===== src/rtl/fdiag_pkg.sv =====
// Package for the single stuck-at diagnoser: netlist description, derived
// sizes and shared types. Assumes the netlist is listed in topological order
// (every gate's sources have lower signal indices).
package fdiag_pkg;

    localparam int NUM_PI   = 3;
    localparam int NUM_GATE = 22;
    localparam int NUM_PO   = 2;
    localparam int NUM_SIG  = NUM_PI + NUM_GATE;
    localparam int FAULT_W  = 2 * NUM_GATE;

    typedef enum logic {GK_AND = 1'b0, GK_NOT = 1'b1} gate_kind_e;

    typedef struct packed {
        gate_kind_e kind;
        logic [7:0] src_a;
        logic [7:0] src_b;
    } gate_desc_t;

    typedef enum logic [1:0] {ST_IDLE = 2'd0, ST_PROP = 2'd1, ST_FIN = 2'd2} seq_state_e;

    // Signal index of the output of gate g.
    function automatic int gs(int g);
        return NUM_PI + g;
    endfunction

    // Netlist: full adder from AND and NOT; signals 0..2 are a, b, c.
    function automatic gate_desc_t gate_desc(int g);
        gate_desc_t d;
        d.kind  = GK_NOT;
        d.src_a = 8'd0;
        d.src_b = 8'd0;
        case (g)
            0:  begin d.kind = GK_NOT; d.src_a = 8'd0;         d.src_b = 8'd0;         end
            1:  begin d.kind = GK_NOT; d.src_a = 8'd1;         d.src_b = 8'd1;         end
            2:  begin d.kind = GK_AND; d.src_a = 8'd0;         d.src_b = 8'(gs(1));    end
            3:  begin d.kind = GK_AND; d.src_a = 8'(gs(0));    d.src_b = 8'd1;         end
            4:  begin d.kind = GK_NOT; d.src_a = 8'(gs(2));    d.src_b = 8'(gs(2));    end
            5:  begin d.kind = GK_NOT; d.src_a = 8'(gs(3));    d.src_b = 8'(gs(3));    end
            6:  begin d.kind = GK_AND; d.src_a = 8'(gs(4));    d.src_b = 8'(gs(5));    end
            7:  begin d.kind = GK_NOT; d.src_a = 8'(gs(6));    d.src_b = 8'(gs(6));    end
            8:  begin d.kind = GK_NOT; d.src_a = 8'(gs(7));    d.src_b = 8'(gs(7));    end
            9:  begin d.kind = GK_NOT; d.src_a = 8'd2;         d.src_b = 8'd2;         end
            10: begin d.kind = GK_AND; d.src_a = 8'(gs(7));    d.src_b = 8'(gs(9));    end
            11: begin d.kind = GK_AND; d.src_a = 8'(gs(8));    d.src_b = 8'd2;         end
            12: begin d.kind = GK_NOT; d.src_a = 8'(gs(10));   d.src_b = 8'(gs(10));   end
            13: begin d.kind = GK_NOT; d.src_a = 8'(gs(11));   d.src_b = 8'(gs(11));   end
            14: begin d.kind = GK_AND; d.src_a = 8'(gs(12));   d.src_b = 8'(gs(13));   end
            15: begin d.kind = GK_NOT; d.src_a = 8'(gs(14));   d.src_b = 8'(gs(14));   end
            16: begin d.kind = GK_AND; d.src_a = 8'd0;         d.src_b = 8'd1;         end
            17: begin d.kind = GK_AND; d.src_a = 8'(gs(7));    d.src_b = 8'd2;         end
            18: begin d.kind = GK_NOT; d.src_a = 8'(gs(16));   d.src_b = 8'(gs(16));   end
            19: begin d.kind = GK_NOT; d.src_a = 8'(gs(17));   d.src_b = 8'(gs(17));   end
            20: begin d.kind = GK_AND; d.src_a = 8'(gs(18));   d.src_b = 8'(gs(19));   end
            21: begin d.kind = GK_NOT; d.src_a = 8'(gs(20));   d.src_b = 8'(gs(20));   end
            default: ;
        endcase
        return d;
    endfunction

    // Signal index driving primary output k (0 = sum, 1 = carry).
    function automatic int po_sig(int k);
        return (k == 0) ? gs(15) : gs(21);
    endfunction

    // Logic level of gate g: one more than the deepest of its sources.
    function automatic int gate_level(int g);
        int lv [NUM_GATE];
        for (int k = 0; k < NUM_GATE; k++) begin
            gate_desc_t d;
            int la;
            int lb;
            d  = gate_desc(k);
            la = (int'(d.src_a) < NUM_PI) ? 0 : lv[int'(d.src_a) - NUM_PI];
            lb = (int'(d.src_b) < NUM_PI) ? 0 : lv[int'(d.src_b) - NUM_PI];
            lv[k] = ((la > lb) ? la : lb) + 1;
        end
        return lv[g];
    endfunction

    // Deepest level in the netlist.
    function automatic int max_depth();
        int m;
        m = 0;
        for (int k = 0; k < NUM_GATE; k++)
            if (gate_level(k) > m) m = gate_level(k);
        return m;
    endfunction

    localparam int DEPTH = max_depth();
    localparam int LVL_W = $clog2(DEPTH + 1);

endpackage


===== src/rtl/fdiag_sequencer.sv =====
// Run controller: captures a start pulse, steps the level counter through
// 1..DEPTH (one logic level per cycle), then raises fin for one cycle.
// Assumes start is ignored whenever a run is in progress.
module fdiag_sequencer
    import fdiag_pkg::*;
(
    input  logic             clk,
    input  logic             rst_n,
    input  logic             start,
    output logic             capture,
    output logic             in_prop,
    output logic [LVL_W-1:0] eval_lvl,
    output logic             fin
);

    localparam logic [LVL_W-1:0] LAST_LVL = LVL_W'(DEPTH);

    seq_state_e       state;
    logic [LVL_W-1:0] lvl;

    // Decode the current state into strobes for the datapath.
    always_comb begin
        capture  = (state == ST_IDLE) && start;
        in_prop  = (state == ST_PROP);
        fin      = (state == ST_FIN);
        eval_lvl = lvl;
    end

    // State and level counter advance.
    always_ff @(posedge clk) begin
        if (!rst_n) begin
            state <= ST_IDLE;
            lvl   <= '0;
        end else begin
            case (state)
                ST_IDLE: if (start) begin
                    state <= ST_PROP;
                    lvl   <= LVL_W'(1);
                end
                ST_PROP: if (lvl == LAST_LVL) begin
                    state <= ST_FIN;
                end else begin
                    lvl <= lvl + LVL_W'(1);
                end
                default: begin
                    state <= ST_IDLE;
                    lvl   <= '0;
                end
            endcase
        end
    end

    // while propagating, the level stays within 1..DEPTH.
    p_level_range_r7: assert property (@(posedge clk) disable iff (!rst_n)
        in_prop |-> (lvl >= LVL_W'(1) && lvl <= LAST_LVL));

    // a start during propagation does not reload the counter.
    p_start_ignored_r8: assert property (@(posedge clk) disable iff (!rst_n)
        (in_prop && start && lvl != LAST_LVL) |=> (lvl == $past(lvl) + LVL_W'(1)));

endmodule


===== src/rtl/fdiag_gate_cell.sv =====
// One netlist gate: an ideal AND or NOT that combines the source fault masks,
// followed by the fault buffer that adds this gate's own flipping fault.
// The result is registered when the sequencer reaches this gate's level.
// Assumes the source registers are already final at that level.
module fdiag_gate_cell
    import fdiag_pkg::*;
#(
    parameter int GATE_IDX = 0
) (
    input  logic               clk,
    input  logic               rst_n,
    input  logic               in_prop,
    input  logic [LVL_W-1:0]   eval_lvl,
    input  logic               a_val,
    input  logic [FAULT_W-1:0] a_mask,
    input  logic               b_val,
    input  logic [FAULT_W-1:0] b_mask,
    output logic               out_val,
    output logic [FAULT_W-1:0] out_mask
);

    localparam gate_kind_e       KIND    = gate_desc(GATE_IDX).kind;
    localparam logic [LVL_W-1:0] MY_LVL  = LVL_W'(gate_level(GATE_IDX));
    localparam int               BIT_SA0 = 2 * GATE_IDX;
    localparam int               BIT_SA1 = BIT_SA0 + 1;
    localparam logic [FAULT_W-1:0] SA0_HOT = FAULT_W'(1) << BIT_SA0;
    localparam logic [FAULT_W-1:0] SA1_HOT = FAULT_W'(1) << BIT_SA1;

    logic               ideal_val;
    logic [FAULT_W-1:0] ideal_mask;
    logic [FAULT_W-1:0] buf_mask;
    logic               step;

    // Ideal gate: value and the set of faults that would flip it.
    always_comb begin
        if (KIND == GK_NOT) begin
            ideal_val  = ~a_val;
            ideal_mask = a_mask;
        end else begin
            ideal_val = a_val & b_val;
            case ({a_val, b_val})
                2'b11:   ideal_mask = a_mask | b_mask;
                2'b00:   ideal_mask = a_mask & b_mask;
                2'b01:   ideal_mask = a_mask & ~b_mask;
                default: ideal_mask = b_mask & ~a_mask;
            endcase
        end
    end

    // Fault buffer: add the stuck-at fault opposite to the fault-free value.
    always_comb begin
        buf_mask = ideal_mask | (ideal_val ? SA0_HOT : SA1_HOT);
        step     = in_prop && (eval_lvl == MY_LVL);
    end

    // Register the gate result at its own level.
    always_ff @(posedge clk) begin
        if (!rst_n) begin
            out_val  <= 1'b0;
            out_mask <= '0;
        end else if (step) begin
            out_val  <= ideal_val;
            out_mask <= buf_mask;
        end
    end

    // after evaluation, only the opposing fault of this gate is listed.
    p_own_fault_r3: assert property (@(posedge clk) disable iff (!rst_n)
        step |=> (out_val ? (out_mask[BIT_SA0] && !out_mask[BIT_SA1])
                          : (out_mask[BIT_SA1] && !out_mask[BIT_SA0])));

endmodule


===== src/rtl/fdiag_reduce.sv =====
// Diagnosis reduction: intersects the masks of mismatching outputs and
// removes the union of the masks of matching outputs. Assumes the
// output-signal registers hold final values when the result is taken.
module fdiag_reduce
    import fdiag_pkg::*;
(
    input  logic [NUM_PO-1:0]  po_val,
    input  logic [FAULT_W-1:0] po_mask [NUM_PO],
    input  logic [NUM_PO-1:0]  obs,
    output logic [FAULT_W-1:0] diag,
    output logic               no_err
);

    logic [FAULT_W-1:0] inter_m;
    logic [FAULT_W-1:0] union_m;
    logic               any_miss;

    // Fold all outputs into the consistent-fault set.
    always_comb begin
        inter_m  = '1;
        union_m  = '0;
        any_miss = 1'b0;
        for (int k = 0; k < NUM_PO; k++) begin
            if (po_val[k] != obs[k]) begin
                inter_m  = inter_m & po_mask[k];
                any_miss = 1'b1;
            end else begin
                union_m = union_m | po_mask[k];
            end
        end
        diag   = any_miss ? (inter_m & ~union_m) : '0;
        no_err = ~any_miss;
    end

endmodule


===== src/rtl/stuck_fault_diagnoser.sv =====
// Top level: deductive single stuck-at diagnosis of the fixed full-adder
// netlist. Captures pi_vec/obs_vec on start, propagates value plus fault
// mask one level per cycle, then registers the results with a done pulse.
// Assumes start is a single-cycle pulse; pulses during a run are dropped.
module stuck_fault_diagnoser
    import fdiag_pkg::*;
(
    input  logic               clk,
    input  logic               rst_n,
    input  logic               start,
    input  logic [NUM_PI-1:0]  pi_vec,
    input  logic [NUM_PO-1:0]  obs_vec,
    output logic               done,
    output logic [NUM_PO-1:0]  good_out,
    output logic [FAULT_W-1:0] diag_mask,
    output logic               no_error
);

    localparam logic [FAULT_W-1:0] EVEN_BITS = {NUM_GATE{2'b01}};

    logic               capture;
    logic               in_prop;
    logic [LVL_W-1:0]   eval_lvl;
    logic               fin;
    logic [NUM_PI-1:0]  pi_q;
    logic [NUM_PO-1:0]  obs_q;
    logic [NUM_SIG-1:0] sig_val;
    logic [FAULT_W-1:0] sig_mask [NUM_SIG];
    logic [NUM_PO-1:0]  po_val;
    logic [FAULT_W-1:0] po_mask [NUM_PO];
    logic [FAULT_W-1:0] diag_c;
    logic               no_err_c;

    fdiag_sequencer u_seq (
        .clk      (clk),
        .rst_n    (rst_n),
        .start    (start),
        .capture  (capture),
        .in_prop  (in_prop),
        .eval_lvl (eval_lvl),
        .fin      (fin)
    );

    // Capture the operands and the observation at the start of a run.
    always_ff @(posedge clk) begin
        if (!rst_n) begin
            pi_q  <= '0;
            obs_q <= '0;
        end else if (capture) begin
            pi_q  <= pi_vec;
            obs_q <= obs_vec;
        end
    end

    // Primary inputs: fixed value, no fault can flip them.
    for (genvar i = 0; i < NUM_PI; i++) begin : g_pi
        assign sig_val[i]  = pi_q[i];
        assign sig_mask[i] = '0;
    end

    // One cell per netlist gate, wired by the package description.
    for (genvar g = 0; g < NUM_GATE; g++) begin : g_gate
        localparam int SA = int'(gate_desc(g).src_a);
        localparam int SB = int'(gate_desc(g).src_b);
        fdiag_gate_cell #(.GATE_IDX(g)) u_cell (
            .clk      (clk),
            .rst_n    (rst_n),
            .in_prop  (in_prop),
            .eval_lvl (eval_lvl),
            .a_val    (sig_val[SA]),
            .a_mask   (sig_mask[SA]),
            .b_val    (sig_val[SB]),
            .b_mask   (sig_mask[SB]),
            .out_val  (sig_val[NUM_PI+g]),
            .out_mask (sig_mask[NUM_PI+g])
        );
    end

    // Primary outputs taken from the netlist.
    for (genvar k = 0; k < NUM_PO; k++) begin : g_po
        assign po_val[k]  = sig_val[po_sig(k)];
        assign po_mask[k] = sig_mask[po_sig(k)];
    end

    fdiag_reduce u_reduce (
        .po_val  (po_val),
        .po_mask (po_mask),
        .obs     (obs_q),
        .diag    (diag_c),
        .no_err  (no_err_c)
    );

    // Register results and the done pulse at the end of a run.
    always_ff @(posedge clk) begin
        if (!rst_n) begin
            done      <= 1'b0;
            good_out  <= '0;
            diag_mask <= '0;
            no_error  <= 1'b0;
        end else begin
            done <= fin;
            if (fin) begin
                good_out  <= po_val;
                diag_mask <= diag_c;
                no_error  <= no_err_c;
            end
        end
    end

    // done lasts a single cycle.
    p_done_pulse_r7: assert property (@(posedge clk) disable iff (!rst_n)
        done |=> !done);

    // results hold between done pulses.
    p_result_hold_r8: assert property (@(posedge clk) disable iff (!rst_n)
        !done |-> ($stable(diag_mask) && $stable(good_out) && $stable(no_error)));

    // a matching observation reports an empty diagnosis.
    p_no_error_empty_r5: assert property (@(posedge clk) disable iff (!rst_n)
        no_error |-> (diag_mask == '0));

    // never both stuck-at faults of one gate.
    p_single_polarity_r9: assert property (@(posedge clk) disable iff (!rst_n)
        done |-> ((diag_mask & (diag_mask >> 1) & EVEN_BITS) == '0));

endmodule


===== config.mk =====
export PLATFORM = sky130hd
export DESIGN_NAME = stuck_fault_diagnoser
export DESIGN_NICKNAME = d
export VERILOG_FILES = /design/src/rtl/fdiag_pkg.sv /design/src/rtl/fdiag_sequencer.sv /design/src/rtl/fdiag_gate_cell.sv /design/src/rtl/fdiag_reduce.sv /design/src/rtl/stuck_fault_diagnoser.sv
export SDC_FILE = /design/constraint.sdc
export NUM_CORES = 1
export LEC_CHECK = 0
export BUFFER_PORTS_ARGS = -buffer_cell sky130_fd_sc_hd__buf_2
export CORE_MARGIN = 1
export CORE_UTILIZATION = 35
export DETAILED_ROUTE_END_ITERATION = 16
export SETUP_SLACK_MARGIN = 0.4
export SLEW_MARGIN = 25
export SYNTH_ARGS = -nofsm -noshare
export SYNTH_HDL_FRONTEND = slang
export SYNTH_SLANG_ARGS = --single-unit
export TNS_END_PERCENT = 1

===== constraint.sdc =====
create_clock -name clk -period 5.9 [get_ports clk]
set_clock_uncertainty 0.2 [all_clocks]
set_input_delay 1.77 -clock clk [delete_from_list [all_inputs] [get_ports clk]]
set_output_delay 1.77 -clock clk [all_outputs]
set_load 0.02 [all_outputs]

==> results of run 1 <==
-- layout make-up --
class / instances / area [um^2] / share of cell area, %
Clock buffer: 43 / 858 / 6.99
Tap cell: 396 / 495 / 4.03
Multi-Input combinational cell: 868 / 4960 / 40.4
Clock inverter: 9 / 124 / 1.01
Timing Repair Buffer: 75 / 438 / 3.57
Inverter: 10 / 42.5 / 0.346
Sequential cell: 268 / 5370 / 43.7
-- worst paths after layout --
kind,end,start
setup / recovery,g_gate[20].u_cell.out_mask[41],rst_n
setup reg to reg,g_gate[10].u_cell.out_mask[11],u_seq.state[0]
hold reg to reg,diag_mask[35],diag_mask[35]
hold / removal,diag_mask[35],diag_mask[35]
-- sequential cells by signal, indices dropped and copies added, names as in the netlist --
register / cells
u_seq.state: 2
diag_mask: 31
obs_q: 2
no_error: 1
u_seq.eval_lvl: 4
pi_q: 3
g_gate.u_cell.out_mask: 222
good_out: 2
done: 1
-- worst min-delay path, delay by kind of cell (launching register included) --
family / cells / cell delay, ns
DFF: 1 / 0.31
and+or+nand+nor: 1 / 0.05
AOI/OAI and AO/OA: 1 / 0.05
-- power by group --
group / internal, mW / switching (mW) / leakage [nW]
Sequential: 1.82 / 0.0103 / 2.16
Clock: 1.13 / 0.724 / 0.488
Combinational: 0.0247 / 0.122 / 1.38
-- per-layer routing --
layer  vias up  track usage, %
met4         0            4.24
met1      4522            24.4
met3        32            2.23
met2       216            29.8
li1       4620               -
met5         -               0
-- stage by stage --
stage / util [%] / instance area, um^2 / power (mW)
floorplan: - / 10900 / 1.96
global placement: 36.8 / 11300 / 2.01
detailed placement: 36.8 / 11300 / 2.01
CTS: 40.0 / 12300 / 3.85
global route: 40.0 / 12300 / 3.95
finish: 40.0 / 12300 / 3.83
-- cells by family after synthesis --
logic type      synth area share (%)
mux                             1.79
flops                           49.0
compound gates                  24.0
buf+inv                         6.33
fa+ha+maj                      0.800
xor+xnor                        1.04
simple gates                    17.0
-- layout by cell type, fill, tap and decap left out, types with 19 or more instances in the layout --
master     count
clkbuf_16     29
nor3b_1       19
buf_4         19
nand4_1       64
o21ai_0      205
dfxtp_1      268
nand3_1      131
nor2_1        23
buf_2         55
a21oi_1      230
nand2_1       37
==> metrics.csv, run 1 <==
metric;value;unit
hold_viol;0;
cts_tree;built;
diodes;0;
fin_crit_sh;56.0;%
syn_inst;1300;
synthDistinctLibCells;43;
clk_pin_slew;0.06;ns
p_leak;4.03;nW
cts_resized;0;
ir_drop;0.000138;V
synth_top_area_share;49.0;%
postCtsSetupBuffers;0;
clk_latency;0.53;ns
fp-row-count;64;
layout_min_cycle_time;3.30;ns
core;0.0307;mm^2
grt_pass1_wl;46.7;mm
first_global_vias;8721;
remaining_drc_errors;0;
top_layer_used;met4;
fmax;303;MHz
m1WireLength;13.4;mm
numPortBuffers;55;
dp.cells;1617;
holdPathStages;2;
vias;9390;
async_reset_ff_share;0;%
first_iter_violations;684;
initial_core_util;35.7;%
outcome;complete, no violations;
gp_congestion;0.728;
worst-r2r-cell-count;4;
worstPathRequired;6.15;ns
fillerInstances;3136;
worst_path_largest_cell_delay;0.57;ns
die_h;179;um
grt.overflow.total;0;
pin_count;56;
clk_path_buf_depth;3;
post-dp-hpwl;15.5;mm
yosysWarnings;0;
stdcell_count;1669;
wl_met3;1.42;mm
die_x;179;um
synth_edf_count;0;
crit_family;buffers and inverters;
netlist_area;0.0109;mm^2
maxSlewViolCount;0;
cts_buffers;28;
tightest_slew;1.01;ns
h-tree-depth;1;
cp_max_fo;110;
synth.most_common_cell;dfxtp_1;
ys_seq_area_share;49.0;%
avgSynthCellArea;8.42;um^2
drive_gt1_share;11.6;%
cpMaxStageDelayCell;buf_2;
syn-num-nets;1315;
reg2reg_slack;2.93;ns
vias_per_cell;5.63;
min_path_type;flip-flop to flip-flop;
worstPathCellList;buf_2 -> inv_6 -> buf_12 -> nor3b_1;
cp-start-kind;input port;
cap_violations;0;
wl_per_cell;17.1;um
antenna_found_initial;0;
drt_first_pass_iters;5;
wl_met2;13.3;mm
relSlewSlack;32.6;%
crit_type;input port to flip-flop;
ys_ff_latch;268;
synthTopCellsByCount;dfxtp_1 (268), a21oi_1 (230), o21ai_0 (205), nand3_1 (131), clkbuf_1 (116);
worst-path-stages;4;
finalSetupViolations;0;
synth_ff_type;dfxtp_1;
layout_setup_ws;2.60;ns
place_ws;2.10;ns
holdWs;0.247;ns
routed_wl;28.5;mm
fin_tns_setup;0;ns
area_growth;12.2;%
clock_sinks;268;
grt_max_degree;111;
fin_nets;1266;
synth_area_leaders;dfxtp_1 (49%), a21oi_1 (11%), o21ai_0 (9.4%), nand3_1 (6.0%), clkbuf_1 (4.0%);
arrival;3.55;ns
dieArea;0.0320;mm^2
grt_usage;17.9;%
critPathBufInv;3;
power.density;312;mW/mm^2
yosys.area.top_type;dfxtp_1;
rsz0062_at_grt;false;
holdBufCountCts;0;
cts_root_buf;clkbuf_16;
critical_path.endpoint_type;flip-flop;
antenna_left;0;
Note: power is estimated with default switching activity, not from simulation.
==> run 2, diff against run 1 <==
- clock period: 5.9 -> 3.3 ns (I/O delays scaled with it)
==> run 2 against run 1 <==
Compared with the run above:
- core utilization rose by 0.22 points
- design area grew 0.55%
- final cell count rose by 0.42%
- die area is the same
- register-to-register slack worse by 2.1 ns
- critical path type is now flip-flop to flip-flop
==> metrics.csv, run 2 (synthesis gave the netlist of run 1 again) <==
metric;value;unit;change
first_iter_violations;717;;was 684
grt_max_degree;91;;was 111
h-tree-depth;1;;unchanged
fin_tns_setup;0;ns;unchanged
remaining_drc_errors;0;;unchanged
numPortBuffers;55;;unchanged
layout_commonest_cell;dfxtp_1;;unchanged
worstPathRequired;3.56;ns;was 6.15 ns
grt_pass1_wl;46.0;mm;was 46.7 mm
vias;9328;;was 9,390
timing.rr.end;g_gate[8].u_cell.out_mask[16];;was g_gate[10].u_cell.out_mask[11]
cts_resized;0;;unchanged
cap_violations;0;;unchanged
arrival;2.68;ns;was 3.55 ns
die_x;179;um;unchanged
hold_viol;0;;unchanged
worst_path_largest_cell_delay;0.75;ns;was 0.57 ns
fmax;413;MHz;
clk_latency;0.53;ns;about the same
area_growth;12.8;%;was 12.2%
outcome;complete, no violations;;unchanged
wl_per_cell;16.5;um;was 17.1 um
fin_nets;1275;;was 1,266
holdPathStages;2;;unchanged
fin_crit_sh;73.4;%;
critical_path.endpoint_type;flip-flop;;unchanged
largest_register_ffs;222;;unchanged
regMostFlops;g_gate.u_cell.out_mask;;unchanged
worst-r2r-cell-count;4;;unchanged
cp_max_fo;52;;was 110
first_global_vias;8715;;was 8,721
holdBufCountCts;0;;unchanged
grt_usage;17.5;%;was 17.9%
initial_core_util;35.7;%;unchanged
stdcell_count;1676;;was 1,669
reg2reg_slack;0.88;ns;was 2.93 ns
worstHoldStart;no_error;;was diag_mask[35]
clock_sinks;268;;unchanged
crit_type;flip-flop to flip-flop;;was input port to flip-flop
gp_congestion;0.759;;was 0.728
mostFrequentLayoutCells;dfxtp_1 (268), a21oi_1 (230), o21ai_0 (205);;unchanged
crit_family;simple AND/OR/NAND/NOR gates;;was buffers and inverters
finalSetupViolations;0;;unchanged
drt_first_pass_iters;5;;unchanged
cp-start-kind;flip-flop;;was input port
cts_root_buf;clkbuf_16;;unchanged
pin_count;56;;unchanged
dieArea;0.0320;mm^2;unchanged
vias_per_cell;5.57;;was 5.63
drive_gt1_share;12.0;%;was 11.6%
r2r_start;u_seq.state[1];;was u_seq.state[0]
p_leak;4.06;nW;was 4.03 nW
cts_buffers;28;;unchanged
dp.cells;1626;;was 1,617
postCtsSetupBuffers;0;;unchanged
cpMaxStageDelayCell;nand4bb_4;;was buf_2
rsz0062_at_grt;false;;unchanged
power.density;538;mW/mm^2;was 312 mW/mm^2
tightest_slew;1.07;ns;was 1.01 ns
maxSlewViolCount;0;;unchanged
antenna_found_initial;0;;unchanged
ir_drop;0.000310;V;was 0.000138 V
hold_end;no_error;;was diag_mask[35]
diodes;0;;unchanged
final_util;40.3;%;was 40.0%
grt.overflow.total;0;;unchanged
fillerInstances;3048;;was 3,136
post-dp-hpwl;16.4;mm;was 15.5 mm
power;6.64;mW;was 3.83 mW
min_path_type;flip-flop to flip-flop;;unchanged
antenna_left;0;;unchanged
die_h;179;um;unchanged
core;0.0307;mm^2;unchanged
clk_pin_slew;0.06;ns;about the same
cts_tree;built;;unchanged
layout_min_cycle_time;2.42;ns;
holdWs;0.245;ns;was 0.247 ns
relSlewSlack;28.8;%;was 32.6%
routed_wl;27.6;mm;was 28.5 mm
clk_path_buf_depth;3;;unchanged
fp-row-count;64;;unchanged
critPathBufInv;1;;was 3
worstPathCellList;nand4bb_4 -> buf_4 -> or3_1 -> a21oi_1;;was buf_2 -> inv_6 -> buf_12 -> nor3b_1
run 2: per-stage QoR:
step | setup WS (ns) | instance area (um^2)
after global routing | 0.638 | 12400
after CTS | 0.871 | 12400
final | 0.876 | 12400
after global placement | 0.897 | 11400
after floorplan | 1.29 | 10900
after detailed placement | 0.885 | 11400
run 2: worst min-delay path, cell delays in order, from the launching register on:
cell and delay [ns]:
dfxtp_1 0.30, nand2_1 0.05, a21oi_1 0.05
run 2: where the power goes:
group	switching, mW	leakage, nW	internal (mW)
clock network	1.25	0.453	1.86
registers	0.0212	2.16	3.25
logic	0.211	1.44	0.0550
run 2: worst max-delay path by stage:
stage | from | to | slack, ns | cells after the start
after floorplan | rst_n | diag_mask[16] | 1.29 | 4
after global placement | u_seq.eval_lvl[2] | g_gate[8].u_cell.out_mask[16] | 0.90 | 4
after detailed placement | u_seq.state[1] | g_gate[8].u_cell.out_mask[16] | 0.89 | 4
after CTS | u_seq.state[1] | g_gate[8].u_cell.out_mask[16] | 0.87 | 4
after global routing | u_seq.eval_lvl[2] | g_gate[10].u_cell.out_mask[10] | 0.64 | 3
final | u_seq.state[1] | g_gate[8].u_cell.out_mask[16] | 0.88 | 4
run 2: final cells by class:
class,count,area (um^2),area share (%)
clock buffer,44,862,6.98
timing repair buffer,84,568,4.60
sequential,268,5370,43.4
inverter,10,42.5,0.344
tap,396,495,4.01
clock inverter,6,57.6,0.466
multi-input combinational,868,4960,40.2
run 2: layer usage:
| metal | routed length, um | track usage [%] | up-vias |
|---|---|---|---|
| met1 | 13000 | 23.9 | 4476 |
| met5 | 0 | 0 | - |
| li1 | - | - | 4623 |
| met4 | 459 | 4.63 | 0 |
| met2 | 12800 | 28.9 | 197 |
| met3 | 1290 | 2.31 | 32 |
==> run 3, diff against run 2 <==
- clock period: 3.3 -> 2.4 ns (I/O delays scaled with it)
==> run 3 against run 2 <==
Compared with the run above:
- hold slack worse by 0.025 ns
- first-iteration DRC count is 12% higher
- critical path depth is 3 lower
- sequential cell count stayed put
- global-route usage is 0.078 points lower
- final cell count is 1.8% higher
- clock power is 39% higher
- sequential power is 37% higher
- largest cell class unchanged
- largest power group unchanged
==> metrics.csv, run 3 (synthesis gave the netlist of run 1 again) <==
metric;value;unit;change
cpMaxStageDelayCell;dfxtp_1;;was nand4bb_4
die_x;179;um;unchanged
relSlewSlack;59.5;%;was 28.8%
maxSlewViolCount;0;;unchanged
critical_path.endpoint_type;primary output;;was flip-flop
rsz0062_at_grt;true;;was false
switching_share;22.6;%;was 22.3%
mostFrequentLayoutCells;dfxtp_1 (265), a21oi_1 (230), o21ai_0 (205);;was dfxtp_1 (268), a21oi_1 (230), o21ai_0 (205)
largest_register_ffs;222;;unchanged
vias_per_cell;5.55;;was 5.57
final_util;41.3;%;was 40.3%
clock_sinks;268;;unchanged
p_sw;2.08;mW;was 1.48 mW
first_iter_violations;802;;was 717
cts_tree;built;;unchanged
diodes;0;;unchanged
h-tree-depth;1;;unchanged
p_leak;4.20;nW;was 4.06 nW
fmax;497;MHz;
tightest_slew;0.607;ns;was 1.07 ns
cts_buffers;28;;unchanged
power.density;726;mW/mm^2;was 538 mW/mm^2
cp_max_fo;5;;was 52
antenna_found_initial;0;;unchanged
finalSetupViolations;0;;unchanged
clk_path_buf_depth;3;;unchanged
remaining_drc_errors;0;;unchanged
m1WireLength;13.6;mm;was 13.0 mm
pwr-share-comb;4.3;%;was 4.0%
min_path_type;input port to flip-flop;;was flip-flop to flip-flop
holdBufCountCts;0;;unchanged
top_layer_used;met4;;unchanged
clk_latency;0.54;ns;was 0.53 ns
core;0.0307;mm^2;unchanged
fin_crit_sh;83.8;%;
pin_count;56;;unchanged
grt.overflow.total;0;;unchanged
drive_gt1_share;14.4;%;was 12.0%
power_frac_seq;48.7;%;was 49.2%
post-dp-hpwl;18.0;mm;was 16.4 mm
wl_met2;12.9;mm;was 12.8 mm
worstPathCellList;buf_2;;was nand4bb_4 -> buf_4 -> or3_1 -> a21oi_1
grt_usage;17.5;%;about the same
hold_viol;0;;unchanged
dp.cells;1650;;was 1,626
area_growth;15.6;%;was 12.8%
die_h;179;um;unchanged
grt_max_degree;89;;was 91
drt_first_pass_iters;5;;unchanged
initial_core_util;35.7;%;unchanged
internal-power;7.12;mW;was 5.16 mW
vias;9482;;was 9,328
layout_commonest_cell;dfxtp_1;;unchanged
reg2reg_slack;0.43;ns;was 0.88 ns
cts_root_buf;clkbuf_16;;unchanged
fillerInstances;3096;;was 3,048
regArea;0.00537;mm^2;about the same
worstPathRequired;1.48;ns;was 3.56 ns
dieArea;0.0320;mm^2;unchanged
clkPwrFrac;47.0;%;was 46.8%
critPathBufInv;1;;unchanged
multiInputGateArea;0.00498;mm^2;was 0.00496 mm^2
layout_min_cycle_time;2.01;ns;
cp-start-kind;flip-flop;;unchanged
fin_tns_setup;0;ns;unchanged
regMostFlops;g_gate.u_cell.out_mask;;unchanged
stdcell_count;1707;;was 1,676
gp_congestion;0.779;;was 0.759
outcome;complete, no violations;;unchanged
worst_path_largest_cell_delay;0.37;ns;was 0.75 ns
clk_pin_slew;0.06;ns;about the same
grt_pass1_wl;46.1;mm;was 46.0 mm
wl_per_cell;16.5;um;about the same
cap_violations;0;;unchanged
first_global_vias;8665;;was 8,715
arrival;1.09;ns;was 2.68 ns
routed_wl;28.2;mm;was 27.6 mm
crit_family;flip-flops;;was simple AND/OR/NAND/NOR gates
ir_drop;0.000409;V;was 0.000310 V
numPortBuffers;55;;unchanged
antenna_left;0;;unchanged
layout_setup_ws;0.389;ns;was 0.876 ns
crit_type;flip-flop to primary output;;was flip-flop to flip-flop
fp-row-count;64;;unchanged
wl_met3;1.15;mm;was 1.29 mm
place_ws;0.289;ns;was 0.885 ns
fin_nets;1305;;was 1,275
## run 3: cell count changes in the layout (fill, tap and decap cells not counted), sizes merged
| cell | previous run | this run |
|---|---|---|
| buf | 84 | 112 |
| clkbuf | 44 | 42 |
| nand4bb | 2 | 3 |
| inv | 8 | 7 |
| clkinvlp | 1 | 5 |
| bufinv | 1 | 2 |
## run 3: stage by stage
| step | power [mW] | hold slack, ns | area (um^2) |
|---|---|---|---|
| 2_1_floorplan | 4.83 | 0.240 | 10900 |
| 3_3_place_gp | 4.97 | 0.235 | 11600 |
| 3_5_place_dp | 4.97 | 0.242 | 11600 |
| 4_1_cts | 9.28 | 0.199 | 12600 |
| 5_1_grt | 9.51 | 0.229 | 12700 |
| 6_report | 9.19 | 0.219 | 12700 |
## run 3: cell type report
cell class | instances | area share [%]
inverter | 10 | 0.366
clock inverter | 10 | 0.870
multi-input combinational | 869 | 39.3
timing repair buffer | 113 | 6.66
tap | 396 | 3.91
sequential | 268 | 42.4
clock buffer | 41 | 6.41
## run 3: timing repair
item                       4_1_cts  5_1_grt
setup buffers                    1        3
setup endpoints to repair      119      238
pin swaps                        0        1
gates resized for setup          0       10
gates cloned                     0        2
## run 3: power groups by stage
stage	Clock [mW]	Sequential, mW	Combinational, mW
after floorplan	0	4.57	0.252
after global placement	0	4.58	0.388
after detailed placement	0	4.58	0.388
after CTS	4.41	4.48	0.389
after global routing	4.60	4.48	0.430
final	4.32	4.48	0.395
## run 3: path summary, 6_finish.rpt
check	startpoint	to	depth (start not counted)
worst max-delay path	diag_mask[31]	diag_mask[24]	1
worst min-delay path	pi_vec[0]	pi_q[0]	3
worst max register to register	u_seq.state[0]	g_gate[14].u_cell.out_mask[3]	5
worst min register to register	no_error	no_error	2
## run 3: metal layers
metal  GRT usage [%]  vias to the layer above
li1                -                     4707
met1            24.5                     4530
met2            28.1                      207
met3            2.27                       38
met4            4.56                        0
met5               0                        -
